<file path="config.mk">
export PLATFORM = sky130hd
export DESIGN_NAME = uart9_tx_db
export DESIGN_NICKNAME = d
export VERILOG_FILES = /design/src/rtl/uart9_pkg.sv /design/src/rtl/uart9_hold.sv /design/src/rtl/uart9_shifter.sv /design/src/rtl/uart9_flags.sv /design/src/rtl/uart9_tx_db.sv
export SDC_FILE = /design/constraint.sdc
export NUM_CORES = 1
export LEC_CHECK = 0
export ABC_AREA = 1
export BUFFER_PORTS_ARGS = -buffer_cell sky130_fd_sc_hd__buf_2
export CAP_MARGIN = 25
export CORE_MARGIN = 3
export CORE_UTILIZATION = 53
export CTS_BUF_LIST = sky130_fd_sc_hd__clkbuf_4
export DETAILED_ROUTE_END_ITERATION = 8
export GPL_TIMING_DRIVEN = 0
export PLACE_DENSITY = 0.86
export SYNTH_ARGS = -nofsm -noshare
export SYNTH_HDL_FRONTEND = slang
export SYNTH_SLANG_ARGS = --single-unit
</file>
<file path="constraint.sdc">
create_clock -name clk -period 1.72 [get_ports clk]
set_clock_uncertainty 0.2 [all_clocks]
set_input_delay 0 -clock clk [delete_from_list [all_inputs] [get_ports clk]]
set_output_delay 0 -clock clk [all_outputs]
set_load 0.05 [all_outputs]
</file>
<file path="src/rtl/uart9_pkg.sv">
package uart9_pkg;
  localparam int unsigned DATA_W  = 8;
  localparam int unsigned MAX_BIT = DATA_W + 2;          // start .. stop with ninth bit
  localparam int unsigned IDX_W   = $clog2(MAX_BIT + 1);

  typedef struct packed {
    logic [DATA_W-1:0] data;
    logic              b9;
  } tx_word_t;

  // Position of the stop bit for the chosen frame format.
  function automatic logic [IDX_W-1:0] stop_pos(input logic nine);
    return nine ? IDX_W'(DATA_W + 2) : IDX_W'(DATA_W + 1);
  endfunction

  // Line level for bit position idx of a frame (0 = start bit).
  function automatic logic frame_bit(input logic [IDX_W-1:0] idx,
                                     input logic [DATA_W-1:0] data,
                                     input logic b9,
                                     input logic nine);
    logic [IDX_W-1:0] dpos;
    dpos = idx - IDX_W'(1);
    if (idx == '0)                                return 1'b0;
    else if (idx <= IDX_W'(DATA_W))               return data[dpos[$clog2(DATA_W)-1:0]];
    else if (nine && (idx == IDX_W'(DATA_W + 1))) return b9;
    else                                          return 1'b1;
  endfunction
endpackage

</file>
<file path="src/rtl/uart9_hold.sv">
module uart9_hold
  import uart9_pkg::*;
(
  input  logic     clk,
  input  logic     rst_n,
  input  logic     wr,
  input  tx_word_t word_in,
  input  logic     take,
  output logic     full,
  output tx_word_t word_out
);
  always_ff @(posedge clk) begin
    if (!rst_n) begin
      full     <= 1'b0;
      word_out <= '0;
    end else if (wr) begin
      full     <= 1'b1;
      word_out <= word_in;
    end else if (take) begin
      full     <= 1'b0;
    end
  end

  // A full entry is kept intact until it is handed to the shifter.
  p_hold_keep_r10: assert property (@(posedge clk) disable iff (!rst_n)
    (full && !take) |=> (full && $stable(word_out)));
  // The write path never targets an occupied entry.
  p_no_clobber_r10: assert property (@(posedge clk) disable iff (!rst_n)
    !(wr && full));
endmodule

</file>
<file path="src/rtl/uart9_shifter.sv">
module uart9_shifter
  import uart9_pkg::*;
(
  input  logic     clk,
  input  logic     rst_n,
  input  logic     baud_tick,
  input  logic     load,
  input  tx_word_t load_word,
  input  logic     load_nine,
  input  logic     live_b9,
  input  logic     use_live,
  output logic     txd,
  output logic     loaded,
  output logic     frame_end
);
  logic             started;
  logic [IDX_W-1:0] idx;
  tx_word_t         word;
  logic             nine;
  logic [IDX_W-1:0] idx_nx;
  logic             b9_now;

  assign idx_nx    = idx + IDX_W'(1);
  assign b9_now    = use_live ? live_b9 : word.b9;
  assign frame_end = baud_tick && started && (idx == stop_pos(nine));

  always_ff @(posedge clk) begin
    if (!rst_n) begin
      loaded  <= 1'b0;
      started <= 1'b0;
      idx     <= '0;
      word    <= '0;
      nine    <= 1'b0;
      txd     <= 1'b1;
    end else if (baud_tick && started) begin
      if (frame_end) begin
        if (load) begin            // back-to-back frame: start bit now
          word <= load_word;
          nine <= load_nine;
          idx  <= '0;
          txd  <= 1'b0;
        end else begin
          loaded  <= 1'b0;
          started <= 1'b0;
          idx     <= '0;
          txd     <= 1'b1;
        end
      end else begin
        idx <= idx_nx;
        txd <= frame_bit(idx_nx, word.data, b9_now, nine);
      end
    end else begin
      if (load) begin
        loaded <= 1'b1;
        word   <= load_word;
        nine   <= load_nine;
      end
      if (loaded && baud_tick && !started) begin
        started <= 1'b1;
        idx     <= '0;
        txd     <= 1'b0;
      end
    end
  end

  p_idle_high_r1: assert property (@(posedge clk) disable iff (!rst_n)
    !started |-> txd);
  p_bit_len_r2: assert property (@(posedge clk) disable iff (!rst_n)
    !baud_tick |=> $stable(txd));
  p_start_low_r2: assert property (@(posedge clk) disable iff (!rst_n)
    $rose(started) |-> !txd);
  p_load_free_r8: assert property (@(posedge clk) disable iff (!rst_n)
    load |-> (!loaded || frame_end));
endmodule

</file>
<file path="src/rtl/uart9_flags.sv">
module uart9_flags (
  input  logic clk,
  input  logic rst_n,
  input  logic ti_set,
  input  logic ti_clr,
  input  logic ovr_set,
  input  logic ovr_clr,
  output logic ti,
  output logic ovr
);
  always_ff @(posedge clk) begin
    if (!rst_n) begin
      ti  <= 1'b0;
      ovr <= 1'b0;
    end else begin
      if (ti_set)       ti  <= 1'b1;   // a new event beats a clear
      else if (ti_clr)  ti  <= 1'b0;
      if (ovr_set)      ovr <= 1'b1;
      else if (ovr_clr) ovr <= 1'b0;
    end
  end

  p_ti_wins_r9: assert property (@(posedge clk) disable iff (!rst_n)
    ti_set |=> ti);
  p_ti_sticky_r9: assert property (@(posedge clk) disable iff (!rst_n)
    (ti && !ti_clr) |=> ti);
  p_ovr_sticky_r10: assert property (@(posedge clk) disable iff (!rst_n)
    ((ovr && !ovr_clr) || ovr_set) |=> ovr);
endmodule

</file>
<file path="src/rtl/uart9_tx_db.sv">
module uart9_tx_db
  import uart9_pkg::*;
(
  input  logic              clk,
  input  logic              rst_n,
  input  logic              baud_tick,
  input  logic              nine_bit,
  input  logic              dbuf_en,
  input  logic              wr_data,
  input  logic [DATA_W-1:0] wr_byte,
  input  logic              wr_bit9,
  input  logic              bit9_in,
  input  logic              clr_ti,
  input  logic              clr_ovr,
  output logic              txd,
  output logic              ti_flag,
  output logic              overrun
);
  logic     b9_reg;
  logic     sh_loaded, frame_end, hold_full;
  tx_word_t hold_word, wr_word, sh_word_in;
  logic     load_direct, hold_wr, hold_take, sh_load, ti_evt, ovr_evt;

  always_ff @(posedge clk) begin
    if (!rst_n)       b9_reg <= 1'b0;
    else if (wr_bit9) b9_reg <= bit9_in;
  end

  // Named internal events
  assign wr_word     = '{data: wr_byte, b9: b9_reg};
  assign load_direct = wr_data && !sh_loaded && !hold_full;
  assign hold_wr     = wr_data && dbuf_en && sh_loaded && !hold_full;
  assign hold_take   = hold_full && (frame_end || !sh_loaded);
  assign sh_load     = load_direct || hold_take;
  assign sh_word_in  = hold_take ? hold_word : wr_word;
  assign ovr_evt     = wr_data && !load_direct && !hold_wr;
  assign ti_evt      = dbuf_en ? sh_load : frame_end;

  uart9_hold u_hold (
    .clk(clk), .rst_n(rst_n), .wr(hold_wr), .word_in(wr_word),
    .take(hold_take), .full(hold_full), .word_out(hold_word)
  );

  uart9_shifter u_shift (
    .clk(clk), .rst_n(rst_n), .baud_tick(baud_tick), .load(sh_load),
    .load_word(sh_word_in), .load_nine(nine_bit), .live_b9(b9_reg),
    .use_live(!dbuf_en), .txd(txd), .loaded(sh_loaded), .frame_end(frame_end)
  );

  uart9_flags u_flags (
    .clk(clk), .rst_n(rst_n), .ti_set(ti_evt), .ti_clr(clr_ti),
    .ovr_set(ovr_evt), .ovr_clr(clr_ovr), .ti(ti_flag), .ovr(overrun)
  );

  p_buf_ready_r6: assert property (@(posedge clk) disable iff (!rst_n)
    (dbuf_en && wr_data && !sh_loaded && !hold_full) |=> ti_flag);
  p_ovr_on_drop_r10: assert property (@(posedge clk) disable iff (!rst_n)
    (wr_data && !dbuf_en && sh_loaded) |=> overrun);
endmodule

</file>
==> impl_metrics.prom, run 1 <==
# TYPE chip_impl_metric gauge
chip_impl_info{name="outcome",value="finished with violations"} 1
chip_impl_info{name="violations",value="setup timing"} 1
chip_impl_metric{name="power.density",unit="nW/um^2"} 752
chip_impl_metric{name="grt_antenna_before_repair",unit=""} 0
chip_impl_metric{name="drt-total-wl",unit="microns"} 3830
chip_impl_metric{name="synth_seq_cells",unit=""} 30
chip_impl_info{name="layout_commonest_cell",value="sky130_fd_sc_hd__nand2_1"} 1
chip_impl_metric{name="antenna_left",unit=""} 0
chip_impl_metric{name="vdd_ir_drop_max",unit="mV"} 0.667
chip_impl_metric{name="antenna-diode-count",unit=""} 0
chip_impl_metric{name="ys_seq_area_frac",unit=""} 0.385
chip_impl_metric{name="core",unit="sq um"} 2780
chip_impl_info{name="cts_tree",value="done"} 1
chip_impl_metric{name="synth.top_cell.area_share",unit=""} 0.385
chip_impl_metric{name="synth_cells",unit=""} 238
chip_impl_info{name="setup.worst_path.start_class",value="flip-flop"} 1
chip_impl_metric{name="floorplan.die.height",unit="microns"} 60.2
chip_impl_info{name="critPathCaptureType",value="flip-flop"} 1
chip_impl_metric{name="core.rowCount",unit=""} 19
chip_impl_metric{name="timing.max_cap.violations",unit=""} 0
chip_impl_metric{name="grt_max_degree",unit=""} 11
chip_impl_info{name="synth_area_leader_cell",value="sky130_fd_sc_hd__dfxtp_1"} 1
chip_impl_metric{name="post_route_cells_drive_above_1_share",unit=""} 0.183
chip_impl_metric{name="via_count_of_the_first_global_routing_pass",unit=""} 1360
chip_impl_metric{name="post_drt_via_cell_ratio",unit=""} 5.02
chip_impl_metric{name="total_power",unit="mW"} 1.48
chip_impl_metric{name="design.final.nets",unit=""} 304
chip_impl_metric{name="routabilityCongestion",unit=""} 0.827
chip_impl_metric{name="die_area",unit="sq um"} 3630
chip_impl_metric{name="initial_core_util",unit=""} 0.561
chip_impl_metric{name="drt_first_iter_violations",unit=""} 72
chip_impl_info{name="cp_cell_sequence",value="ha_2, xnor2_2, nand4_1, or2_2, nand3_1, nand3_1"} 1
chip_impl_metric{name="clk_pin_slew",unit="ns"} 0.10
chip_impl_metric{name="critical-path-max-stage-delay",unit="ns"} 0.38
chip_impl_info{name="timing.hold.worst.class",value="input port to flip-flop"} 1
chip_impl_info{name="synthTopCellsByArea",value="sky130_fd_sc_hd__dfxtp_1, sky130_fd_sc_hd__nand2_1, sky130_fd_sc_hd__nor2_1"} 1
chip_impl_metric{name="synthesis.area",unit="sq um"} 1560
chip_impl_metric{name="grt_first_pass_wirelength",unit="microns"} 6070
chip_impl_metric{name="tritoncts.num_buffers",unit=""} 5
chip_impl_metric{name="synthesis.nets",unit=""} 259
chip_impl_info{name="final_cell_mix",value="sky130_fd_sc_hd__nand2_1, sky130_fd_sc_hd__nor2_1, sky130_fd_sc_hd__inv_1, sky130_fd_sc_hd__dfxtp_1, sky130_fd_sc_hd__buf_2"} 1
chip_impl_metric{name="wl_per_cell",unit="microns"} 12.2
chip_impl_metric{name="grt_usage",unit=""} 0.230
chip_impl_info{name="reg.largest.list",value="u_hold.word_out (9), u_shift.word (9), u_shift.idx (4)"} 1
chip_impl_metric{name="setup_slack",unit="ns"} -0.0279
chip_impl_metric{name="clock_latency",unit="ns"} 0.34
chip_impl_metric{name="synth.avg_cell_area",unit="sq um"} 6.55
chip_impl_info{name="clockRootBuffer",value="sky130_fd_sc_hd__clkbuf_4"} 1
chip_impl_metric{name="drcViolationCount",unit=""} 0
chip_impl_info{name="worst_path_most_repeated_cell",value="sky130_fd_sc_hd__nand3_1"} 1
chip_impl_metric{name="areaGrowthSynthToFinish",unit="%"} 26.6
chip_impl_metric{name="synth.distinct_cells",unit=""} 25
chip_impl_metric{name="period_share",unit=""} 1.02
chip_impl_metric{name="cts_sinks",unit=""} 30
chip_impl_metric{name="finalSetupViolations",unit=""} 1
chip_impl_metric{name="hold_ws",unit="ns"} 0.212
chip_impl_metric{name="detailedPlacementHpwl",unit="microns"} 2280
chip_impl_metric{name="maxClockFrequency",unit="MHz"} 572
chip_impl_metric{name="grt_remaining_overflow",unit=""} 0
chip_impl_metric{name="clockBufferDepth",unit=""} 2
chip_impl_info{name="criticalPathCategory",value="flip-flop to flip-flop"} 1
chip_impl_metric{name="relSlewSlack",unit=""} 0.738
chip_impl_metric{name="ys_warn_count",unit=""} 0
chip_impl_metric{name="cts.htree.levels",unit=""} 2
chip_impl_metric{name="hold_viol",unit=""} 0
chip_impl_metric{name="portBuffers",unit=""} 20
chip_impl_metric{name="period_minus_slack",unit="ns"} 1.75
chip_impl_metric{name="leakagePower",unit="nW"} 0.948
chip_impl_metric{name="top_level_ports",unit=""} 21
chip_impl_metric{name="worstPathMaxFanout",unit=""} 5
chip_impl_metric{name="die_x",unit="microns"} 60.2
chip_impl_info{name="cpMaxStageDelayCell",value="sky130_fd_sc_hd__dfxtp_4"} 1
chip_impl_metric{name="critical_path_arrival",unit="ns"} 1.78
chip_impl_metric{name="worstPathRequired",unit="ns"} 1.75
chip_impl_metric{name="worst_pin_slew",unit="ns"} 0.392
chip_impl_metric{name="detailroute.via_count",unit=""} 1580
chip_impl_metric{name="final_max_slew_viol_count",unit=""} 0
chip_impl_metric{name="detail_route.first_pass.iterations",unit=""} 4
## metrics by stage
step / setup TNS [ns] / std cells / utilization / setup WS [ns] / cell area [sq um]
5_1_grt: -0.0456 / 315 / 0.710 / -0.0456 / 1970
4_1_cts: 0 / 313 / 0.691 / 0.0129 / 1920
3_3_place_gp: -0.0800 / 289 / 0.611 / -0.0800 / 1700
6_report: -0.0279 / 315 / 0.710 / -0.0279 / 1970
3_5_place_dp: -0.115 / 289 / 0.611 / -0.115 / 1700
2_1_floorplan: 0 / 238 / - / 0.0580 / 1560
## timing repair
item,4_1_cts,5_1_grt
hold buffers,17,0
pin swaps,0,1
endpoints found under the hold margin,30,0
setup endpoints to repair,1,10
gates resized for setup,4,10
setup buffers,0,2
## critical path, delay by kind of cell, from the launching register on
family	cells	cell delay, ns
AND/OR/NAND/NOR	4	0.62
XOR/XNOR	1	0.24
flip-flops	1	0.38
adder cells (fa/ha/maj)	1	0.20
## cells by family after synthesis
kind of cell | after synthesis | synth area share
simple gates | 133 | 0.363
fa+ha+maj | 3 | 0.0241
flops | 30 | 0.385
compound gates | 30 | 0.103
buf+inv | 40 | 0.114
xor+xnor | 2 | 0.0112
## final timing paths
kind | slack (ns) | to | from | cells after the start
worst min-delay path | 0.21 | u_shift.nine$_SDFFE_PN0P_ | nine_bit | 4
worst max register to register | -0.03 | u_shift.txd$_SDFFE_PN1P_ | u_shift.idx[0]$_SDFFE_PN0P_ | 6
worst max-delay path | -0.03 | u_shift.txd$_SDFFE_PN1P_ | u_shift.idx[0]$_SDFFE_PN0P_ | 6
worst min register to register | 0.27 | u_shift.idx[3]$_SDFFE_PN0P_ | u_shift.idx[3]$_SDFFE_PN0P_ | 2
## metal layers
metal  routed length [microns]  track usage
met3                       208       0.0497
met5                         0            0
met4                        86        0.133
met1                      1670        0.295
met2                      1870        0.350
## report_power, final
part	total, mW	internal (mW)	leakage, nW	switching [mW]
combinational	0.321	0.133	0.672	0.188
sequential	0.771	0.742	0.248	0.0295
clock	0.392	0.145	0.0277	0.247
total	1.48	1.02	0.948	0.464
## cell type report
type                            count  area, sq um
Clock buffer                        5         37.5
Fill cell                         233          807
Sequential cell                    30          609
Clock inverter                      3         11.3
Multi-Input combinational cell    168          813
Inverter                           31          121
Buffer                              8         57.6
Tap cell                           31         38.8
Timing Repair Buffer               39          285
## Yosys cell counts
cell type                  instances
sky130_fd_sc_hd__nand3_1          18
sky130_fd_sc_hd__nand4_1           1
sky130_fd_sc_hd__nand3_2           4
sky130_fd_sc_hd__inv_2             2
sky130_fd_sc_hd__clkbuf_4          1
sky130_fd_sc_hd__nand3b_1          1
sky130_fd_sc_hd__o21ai_0          13
sky130_fd_sc_hd__nand2_1          61
sky130_fd_sc_hd__buf_2             1
sky130_fd_sc_hd__o211ai_1          2
sky130_fd_sc_hd__nand2_2           4
sky130_fd_sc_hd__dfxtp_1          30
sky130_fd_sc_hd__clkinv_1          1
sky130_fd_sc_hd__clkbuf_1          3
sky130_fd_sc_hd__buf_4             2
sky130_fd_sc_hd__buf_6             2
sky130_fd_sc_hd__xor2_1            1
sky130_fd_sc_hd__inv_1            28
sky130_fd_sc_hd__xnor2_1           1
sky130_fd_sc_hd__ha_1              3
sky130_fd_sc_hd__o22ai_1           2
sky130_fd_sc_hd__nor2_1           43
sky130_fd_sc_hd__or2_2             1
sky130_fd_sc_hd__a21oi_1          12
sky130_fd_sc_hd__o21bai_1          1
(Power assumes the default switching activity.)
==> run 2, diff against run 1 <==
--- a/config.mk
+++ b/config.mk
@@ -9,11 +9,11 @@
 export BUFFER_PORTS_ARGS = -buffer_cell sky130_fd_sc_hd__buf_2
 export CAP_MARGIN = 25
 export CORE_MARGIN = 3
-export CORE_UTILIZATION = 53
-export CTS_BUF_LIST = sky130_fd_sc_hd__clkbuf_4
+export CORE_UTILIZATION = 59
+export CTS_BUF_LIST = sky130_fd_sc_hd__clkbuf_8
 export DETAILED_ROUTE_END_ITERATION = 8
 export GPL_TIMING_DRIVEN = 0
-export PLACE_DENSITY = 0.86
+export PLACE_DENSITY = 0.9
 export SYNTH_ARGS = -nofsm -noshare
 export SYNTH_HDL_FRONTEND = slang
 export SYNTH_SLANG_ARGS = --single-unit
==> constraint.sdc (replaced) <==
create_clock -name clk -period 2 [get_ports clk]
set_clock_uncertainty 0.2 [all_clocks]
set_input_delay 0 -clock clk [delete_from_list [all_inputs] [get_ports clk]]
set_output_delay 0 -clock clk [all_outputs]
set_load 0.05 [all_outputs]
==> impl_metrics.prom, run 2 (same netlist as run 1, synthesis figures left out) <==
# TYPE chip_impl_metric gauge
chip_impl_metric{name="relSlewSlack",unit=""} 0.732
chip_impl_metric{name="antenna_left",unit=""} 0
chip_impl_metric{name="worstPathRequired",unit="ns"} 1.97
chip_impl_info{name="timing.hold.worst.class",value="flip-flop to flip-flop"} 1
chip_impl_metric{name="post_route_cells_drive_above_1_share",unit=""} 0.182
chip_impl_metric{name="detailroute.via_count",unit=""} 1812
chip_impl_info{name="clockRootBuffer",value="sky130_fd_sc_hd__clkbuf_8"} 1
chip_impl_metric{name="power.density",unit="nW/um^2"} 707
chip_impl_info{name="reg.largest.list",value="u_hold.word_out (9), u_shift.word (9), u_shift.idx (4)"} 1
chip_impl_metric{name="worstPathMaxFanout",unit=""} 10
chip_impl_metric{name="area.sequential",unit="sq um"} 603
chip_impl_metric{name="timing.max_cap.violations",unit=""} 0
chip_impl_metric{name="areaGrowthSynthToFinish",unit="%"} 28.6
chip_impl_metric{name="clk_pin_slew",unit="ns"} 0.06
chip_impl_metric{name="utilization",unit=""} 0.802
chip_impl_metric{name="design.final.nets",unit=""} 306
chip_impl_metric{name="worst_pin_slew",unit="ns"} 0.402
chip_impl_metric{name="core.rowCount",unit=""} 18
chip_impl_info{name="worst_hold_startpoint",value="u_shift.idx[3]$_SDFFE_PN0P_"} 1
chip_impl_metric{name="antenna-diode-count",unit=""} 0
chip_impl_info{name="cp-startpoint",value="wr_data"} 1
chip_impl_info{name="setup.worst_path.start_class",value="input port"} 1
chip_impl_metric{name="setup_slack",unit="ns"} 0.0614
chip_impl_metric{name="finalSetupViolations",unit=""} 0
chip_impl_metric{name="maxClockFrequency",unit="MHz"} 516
chip_impl_metric{name="post_drt_via_cell_ratio",unit=""} 5.75
chip_impl_info{name="layout_commonest_cell",value="sky130_fd_sc_hd__nand2_1"} 1
chip_impl_metric{name="period_minus_slack",unit="ns"} 1.94
chip_impl_info{name="critical_path.reg2reg.startpoint",value="u_shift.loaded$_SDFFE_PN0P_"} 1
chip_impl_metric{name="grt_antenna_before_repair",unit=""} 0
chip_impl_metric{name="critical_path_arrival",unit="ns"} 1.91
chip_impl_metric{name="n_fill_cell",unit=""} 160
chip_impl_metric{name="period_share",unit=""} 0.969
chip_impl_info{name="path_delay_family",value="buffers and inverters"} 1
chip_impl_metric{name="hold_viol",unit=""} 0
chip_impl_metric{name="tritoncts.num_buffers",unit=""} 5
chip_impl_metric{name="final_max_slew_viol_count",unit=""} 0
chip_impl_metric{name="floorplan.die.height",unit="microns"} 57.4
chip_impl_metric{name="grt_first_pass_wirelength",unit="microns"} 7650
chip_impl_metric{name="cts.htree.levels",unit=""} 2
chip_impl_metric{name="die_x",unit="microns"} 57.4
chip_impl_metric{name="clockBufferDepth",unit=""} 2
chip_impl_info{name="cts_tree",value="done"} 1
chip_impl_metric{name="placed_cell_area",unit="sq um"} 1700
chip_impl_info{name="cp_cell_sequence",value="dlygate4sd3_1, buf_2, inv_1, nor2_2, nand3_1, buf_6, nand3_1, a21oi_1, dlygate4sd3_1"} 1
chip_impl_metric{name="critical-path-max-stage-delay",unit="ns"} 0.56
chip_impl_metric{name="clock_latency",unit="ns"} 0.28
chip_impl_metric{name="drt-total-wl",unit="microns"} 4680
chip_impl_metric{name="grt_max_degree",unit=""} 11
chip_impl_metric{name="multi_input_comb_area",unit="sq um"} 803
chip_impl_info{name="outcome",value="completed"} 1
chip_impl_info{name="critPathCaptureType",value="flip-flop"} 1
chip_impl_metric{name="cts_sinks",unit=""} 30
chip_impl_metric{name="detailedPlacementHpwl",unit="microns"} 2350
chip_impl_metric{name="final_cell_area",unit="sq um"} 2000
chip_impl_metric{name="core",unit="sq um"} 2500
chip_impl_metric{name="detail_route.first_pass.iterations",unit=""} 4
chip_impl_metric{name="drt_first_iter_violations",unit=""} 158
chip_impl_metric{name="via_count_of_the_first_global_routing_pass",unit=""} 1704
chip_impl_metric{name="grt_usage",unit=""} 0.300
chip_impl_info{name="criticalPathCategory",value="input port to flip-flop"} 1
chip_impl_info{name="final_cell_mix",value="sky130_fd_sc_hd__nand2_1, sky130_fd_sc_hd__nor2_1, sky130_fd_sc_hd__inv_1"} 1
chip_impl_info{name="cpMaxStageDelayCell",value="sky130_fd_sc_hd__dlygate4sd3_1"} 1
chip_impl_metric{name="die_area",unit="sq um"} 3300
chip_impl_metric{name="initial_core_util",unit=""} 0.624
chip_impl_metric{name="cp_num_cells",unit=""} 9
chip_impl_metric{name="reg2regPathDepth",unit=""} 5
chip_impl_metric{name="dpl_worst_slack",unit="ns"} 0.0482
chip_impl_metric{name="grt_remaining_overflow",unit=""} 0
chip_impl_metric{name="leakagePower",unit="nW"} 0.982
chip_impl_metric{name="vdd_ir_drop_max",unit="mV"} 0.758
chip_impl_metric{name="wl_per_cell",unit="microns"} 14.8
chip_impl_metric{name="drcViolationCount",unit=""} 0
chip_impl_metric{name="timing.critical_path.buf_inv",unit=""} 5
chip_impl_metric{name="routabilityCongestion",unit=""} 0.806
chip_impl_metric{name="worstHoldPathCells",unit=""} 2
chip_impl_metric{name="top_level_ports",unit=""} 21
chip_impl_metric{name="portBuffers",unit=""} 20
-- run 2: report_power, final --
group	switching, mW	internal (mW)	leakage (nW)
combinational	0.180	0.119	0.688
clock	0.223	0.229	0.0466
sequential	0.0255	0.641	0.247
-- run 2: final cells by class --
type	count	area share
Buffer	8	0.0325
Clock buffer	5	0.0343
Clock inverter	2	0.00375
Inverter	31	0.0581
Multi-Input combinational cell	168	0.401
Sequential cell	30	0.301
Tap cell	30	0.0187
Timing Repair Buffer	41	0.151
-- run 2: timing repair --
action / CTS / global route
resized for setup: 0 / 13
hold endpoints to repair: 28 / 0
hold buffers: 19 / 0
buffers inserted: 0 / 3
endpoints found under the setup margin: 0 / 3
-- run 2: worst min-delay path: stages, from the launching register on --
cell and delay (ns):
sky130_fd_sc_hd__dfxtp_1 0.31, sky130_fd_sc_hd__nand2_1 0.06, sky130_fd_sc_hd__a21oi_1 0.05
-- run 2: final timing paths --
check                                                    to  slack, ns
worst max register to register     u_flags.ovr$_SDFFE_PN0P_       0.13
worst max-delay path               u_flags.ovr$_SDFFE_PN0P_       0.06
worst min-delay path            u_shift.idx[3]$_SDFFE_PN0P_       0.26
worst min register to register  u_shift.idx[3]$_SDFFE_PN0P_       0.26
-- run 2: routing by layer --
layer | vias to the layer above | share of wire | track usage
met5 | - | 0 | 0
met3 | 39 | 0.082 | 0.0769
met4 | 0 | 0.057 | 0.185
met1 | 819 | 0.37 | 0.349
met2 | 120 | 0.49 | 0.487
li1 | 834 | - | -
-- run 2: stage by stage --
step | std cells | total power [mW] | setup TNS (ns) | hold WS [ns]
4_1_cts | 314 | 1.37 | 0 | 0.268
3_3_place_gp | 288 | 0.907 | 0 | -0.0102
5_1_grt | 315 | 1.47 | -0.0379 | 0.299
3_5_place_dp | 288 | 0.912 | 0 | -0.00400
2_1_floorplan | 238 | 0.850 | 0 | -0.107
6_report | 315 | 1.42 | 0 | 0.264
==> run 3, diff against run 2 <==
--- a/config.mk
+++ b/config.mk
@@ -13,7 +13,8 @@
 export CTS_BUF_LIST = sky130_fd_sc_hd__clkbuf_8
 export DETAILED_ROUTE_END_ITERATION = 8
 export GPL_TIMING_DRIVEN = 0
-export PLACE_DENSITY = 0.9
+export PLACE_DENSITY_LB_ADDON = 0.2
 export SYNTH_ARGS = -nofsm -noshare
 export SYNTH_HDL_FRONTEND = slang
 export SYNTH_SLANG_ARGS = --single-unit
+export TNS_END_PERCENT = 1
==> impl_metrics.prom, run 3 (same netlist as run 1, synthesis figures left out) <==
# TYPE chip_impl_metric gauge
chip_impl_info{name="setup.worst_path.start_class",value="flip-flop"} 1
chip_impl_metric{name="leakagePower",unit="nW"} 0.972
chip_impl_metric{name="floorplan.die.height",unit="microns"} 57.4
chip_impl_metric{name="die_area",unit="sq um"} 3300
chip_impl_metric{name="areaGrowthSynthToFinish",unit="%"} 26.1
chip_impl_info{name="clockRootBuffer",value="sky130_fd_sc_hd__clkbuf_8"} 1
chip_impl_metric{name="antenna_left",unit=""} 0
chip_impl_metric{name="final_cell_area",unit="sq um"} 1970
chip_impl_metric{name="top_level_ports",unit=""} 21
chip_impl_metric{name="die_x",unit="microns"} 57.4
chip_impl_info{name="reg.largest.list",value="u_hold.word_out (9), u_shift.word (9), u_shift.idx (4)"} 1
chip_impl_metric{name="clock_latency",unit="ns"} 0.28
chip_impl_metric{name="setup_tns",unit="ns"} 0
chip_impl_metric{name="placed_cell_area",unit="sq um"} 1700
chip_impl_metric{name="area.sequential",unit="sq um"} 603
chip_impl_metric{name="relSlewSlack",unit=""} 0.703
chip_impl_info{name="rsz_0062_raised_after_global_routing",value="no"} 1
chip_impl_metric{name="wl_per_cell",unit="microns"} 12.8
chip_impl_info{name="worst_setup_path_endpoint",value="u_flags.ovr$_SDFFE_PN0P_"} 1
chip_impl_metric{name="reg2regPathDepth",unit=""} 6
chip_impl_metric{name="drt-total-wl",unit="microns"} 4000
chip_impl_metric{name="multi_input_comb_area",unit="sq um"} 781
chip_impl_metric{name="drcViolationCount",unit=""} 0
chip_impl_metric{name="routabilityCongestion",unit=""} 0.796
chip_impl_metric{name="grt_remaining_overflow",unit=""} 0
chip_impl_info{name="critical_path.reg2reg.startpoint",value="u_hold.full$_SDFFE_PN0P_"} 1
chip_impl_metric{name="post_drt_via_cell_ratio",unit=""} 5.10
chip_impl_metric{name="grt_usage",unit=""} 0.274
chip_impl_metric{name="detail_route.first_pass.iterations",unit=""} 4
chip_impl_metric{name="via_count_of_the_first_global_routing_pass",unit=""} 1485
chip_impl_metric{name="core.rowCount",unit=""} 18
chip_impl_metric{name="period_minus_slack",unit="ns"} 1.94
chip_impl_metric{name="antenna-diode-count",unit=""} 0
chip_impl_info{name="cp-startpoint",value="u_hold.full$_SDFFE_PN0P_"} 1
chip_impl_info{name="criticalPathCategory",value="flip-flop to flip-flop"} 1
chip_impl_metric{name="critical_path_arrival",unit="ns"} 1.90
chip_impl_metric{name="initial_core_util",unit=""} 0.624
chip_impl_metric{name="detailedPlacementHpwl",unit="microns"} 2340
chip_impl_metric{name="worst_pin_slew",unit="ns"} 0.445
chip_impl_metric{name="grt_max_degree",unit=""} 11
chip_impl_info{name="final_cell_mix",value="sky130_fd_sc_hd__nand2_1, sky130_fd_sc_hd__nor2_1, sky130_fd_sc_hd__inv_1"} 1
chip_impl_metric{name="design.final.nets",unit=""} 304
chip_impl_metric{name="postCtsSetupBuffers",unit=""} 0
chip_impl_metric{name="tritoncts.num_buffers",unit=""} 5
chip_impl_metric{name="n_fill_cell",unit=""} 174
chip_impl_metric{name="final_max_slew_viol_count",unit=""} 0
chip_impl_metric{name="detailroute.via_count",unit=""} 1595
chip_impl_metric{name="vdd_ir_drop_max",unit="mV"} 0.826
chip_impl_info{name="critPathCaptureType",value="flip-flop"} 1
chip_impl_metric{name="clockBufferDepth",unit=""} 2
chip_impl_metric{name="worst-r2r-setup-slack",unit="ns"} 0.06
chip_impl_metric{name="post_route_cells_drive_above_1_share",unit=""} 0.159
chip_impl_metric{name="power.density",unit="nW/um^2"} 707
chip_impl_metric{name="grt_antenna_before_repair",unit=""} 0
chip_impl_info{name="layout_commonest_cell",value="sky130_fd_sc_hd__nand2_1"} 1
chip_impl_info{name="worstReg2RegEnd",value="u_flags.ovr$_SDFFE_PN0P_"} 1
chip_impl_metric{name="worstPathMaxFanout",unit=""} 10
chip_impl_info{name="outcome",value="completed"} 1
chip_impl_metric{name="period_share",unit=""} 0.970
chip_impl_metric{name="timing.max_cap.violations",unit=""} 0
chip_impl_metric{name="core",unit="sq um"} 2500
chip_impl_metric{name="worstPathRequired",unit="ns"} 1.96
chip_impl_metric{name="cts.htree.levels",unit=""} 2
chip_impl_metric{name="drt_first_iter_violations",unit=""} 89
chip_impl_metric{name="hold_ws",unit="ns"} 0.0896
chip_impl_metric{name="finalSetupViolations",unit=""} 0
chip_impl_metric{name="maxClockFrequency",unit="MHz"} 515
chip_impl_metric{name="clk_pin_slew",unit="ns"} 0.06
chip_impl_info{name="timing.hold.worst.class",value="input port to flip-flop"} 1
chip_impl_info{name="cts_tree",value="done"} 1
chip_impl_metric{name="cts_sinks",unit=""} 30
chip_impl_metric{name="grt_first_pass_wirelength",unit="microns"} 6840
chip_impl_metric{name="portBuffers",unit=""} 20
chip_impl_metric{name="hold_viol",unit=""} 0
==> run 3: critical path, stage by stage (launching register included) <==
cell and delay, ns:
sky130_fd_sc_hd__dfxtp_1 0.35, sky130_fd_sc_hd__nor2_1 0.19, sky130_fd_sc_hd__nand3_1 0.16, sky130_fd_sc_hd__buf_2 0.22, sky130_fd_sc_hd__nand3_1 0.09, sky130_fd_sc_hd__a21oi_1 0.06
sky130_fd_sc_hd__dlygate4sd3_1 0.56
==> run 3: worst min path at each step <==
stage                  from                         endpoint  slack (ns)  depth (start not counted)
floorplan           wr_bit9              b9_reg$_SDFFE_PN0P_       -0.11                          1
global placement    wr_bit9              b9_reg$_SDFFE_PN0P_       -0.01                          2
detailed placement  wr_bit9              b9_reg$_SDFFE_PN0P_      -0.005                          2
CTS                 wr_data  u_hold.word_out[0]$_SDFFE_PN0P_        0.03                          6
global route        wr_data         u_shift.txd$_SDFFE_PN1P_        0.13                          6
finish              wr_data      u_shift.loaded$_SDFFE_PN0P_        0.09                          7
==> run 3: layout make-up <==
| class | count | share of cell area |
|---|---|---|
| timing repair buffer | 39 | 0.148 |
| inverter | 31 | 0.0605 |
| buffer | 8 | 0.0299 |
| clock inverter | 2 | 0.00382 |
| clock buffer | 5 | 0.0350 |
| tap | 30 | 0.0191 |
| sequential | 30 | 0.307 |
| multi-input combinational | 168 | 0.397 |
==> run 3: metrics by stage <==
stage                     std cells  setup slack [ns]  power, mW  utilization
after floorplan                 238             0.277      0.850            -
after global placement          288            0.0888      0.909        0.679
after detailed placement        288            0.0362      0.913        0.679
after CTS                       314            0.0142       1.38        0.785
after global routing            313            0.0244       1.45        0.786
final                           313            0.0599       1.39        0.786
==> run 3: power by group <==
group | leakage [nW] | switching [mW] | total, mW | internal [mW]
sequential | 0.247 | 0.0251 | 0.666 | 0.641
combinational | 0.678 | 0.163 | 0.277 | 0.114
clock | 0.0466 | 0.217 | 0.446 | 0.229
total | 0.972 | 0.405 | 1.39 | 0.984
==> run 3: layer usage <==
metal / vias to the layer above / wire [microns] / share of wire / track usage
li1: 826 / - / - / -
met1: 696 / 1700 / 0.42 / 0.340
met2: 62 / 1950 / 0.49 / 0.445
met3: 11 / 255 / 0.064 / 0.0792
met4: 0 / 101 / 0.025 / 0.109
met5: - / 0 / 0 / 0
==> run 3: repair_timing <==
action | 4_1_cts | 5_1_grt
endpoints found under the setup margin | 0 | 3
gates resized for setup | 0 | 6
hold buffers | 19 | 0
hold endpoints to repair | 28 | 0
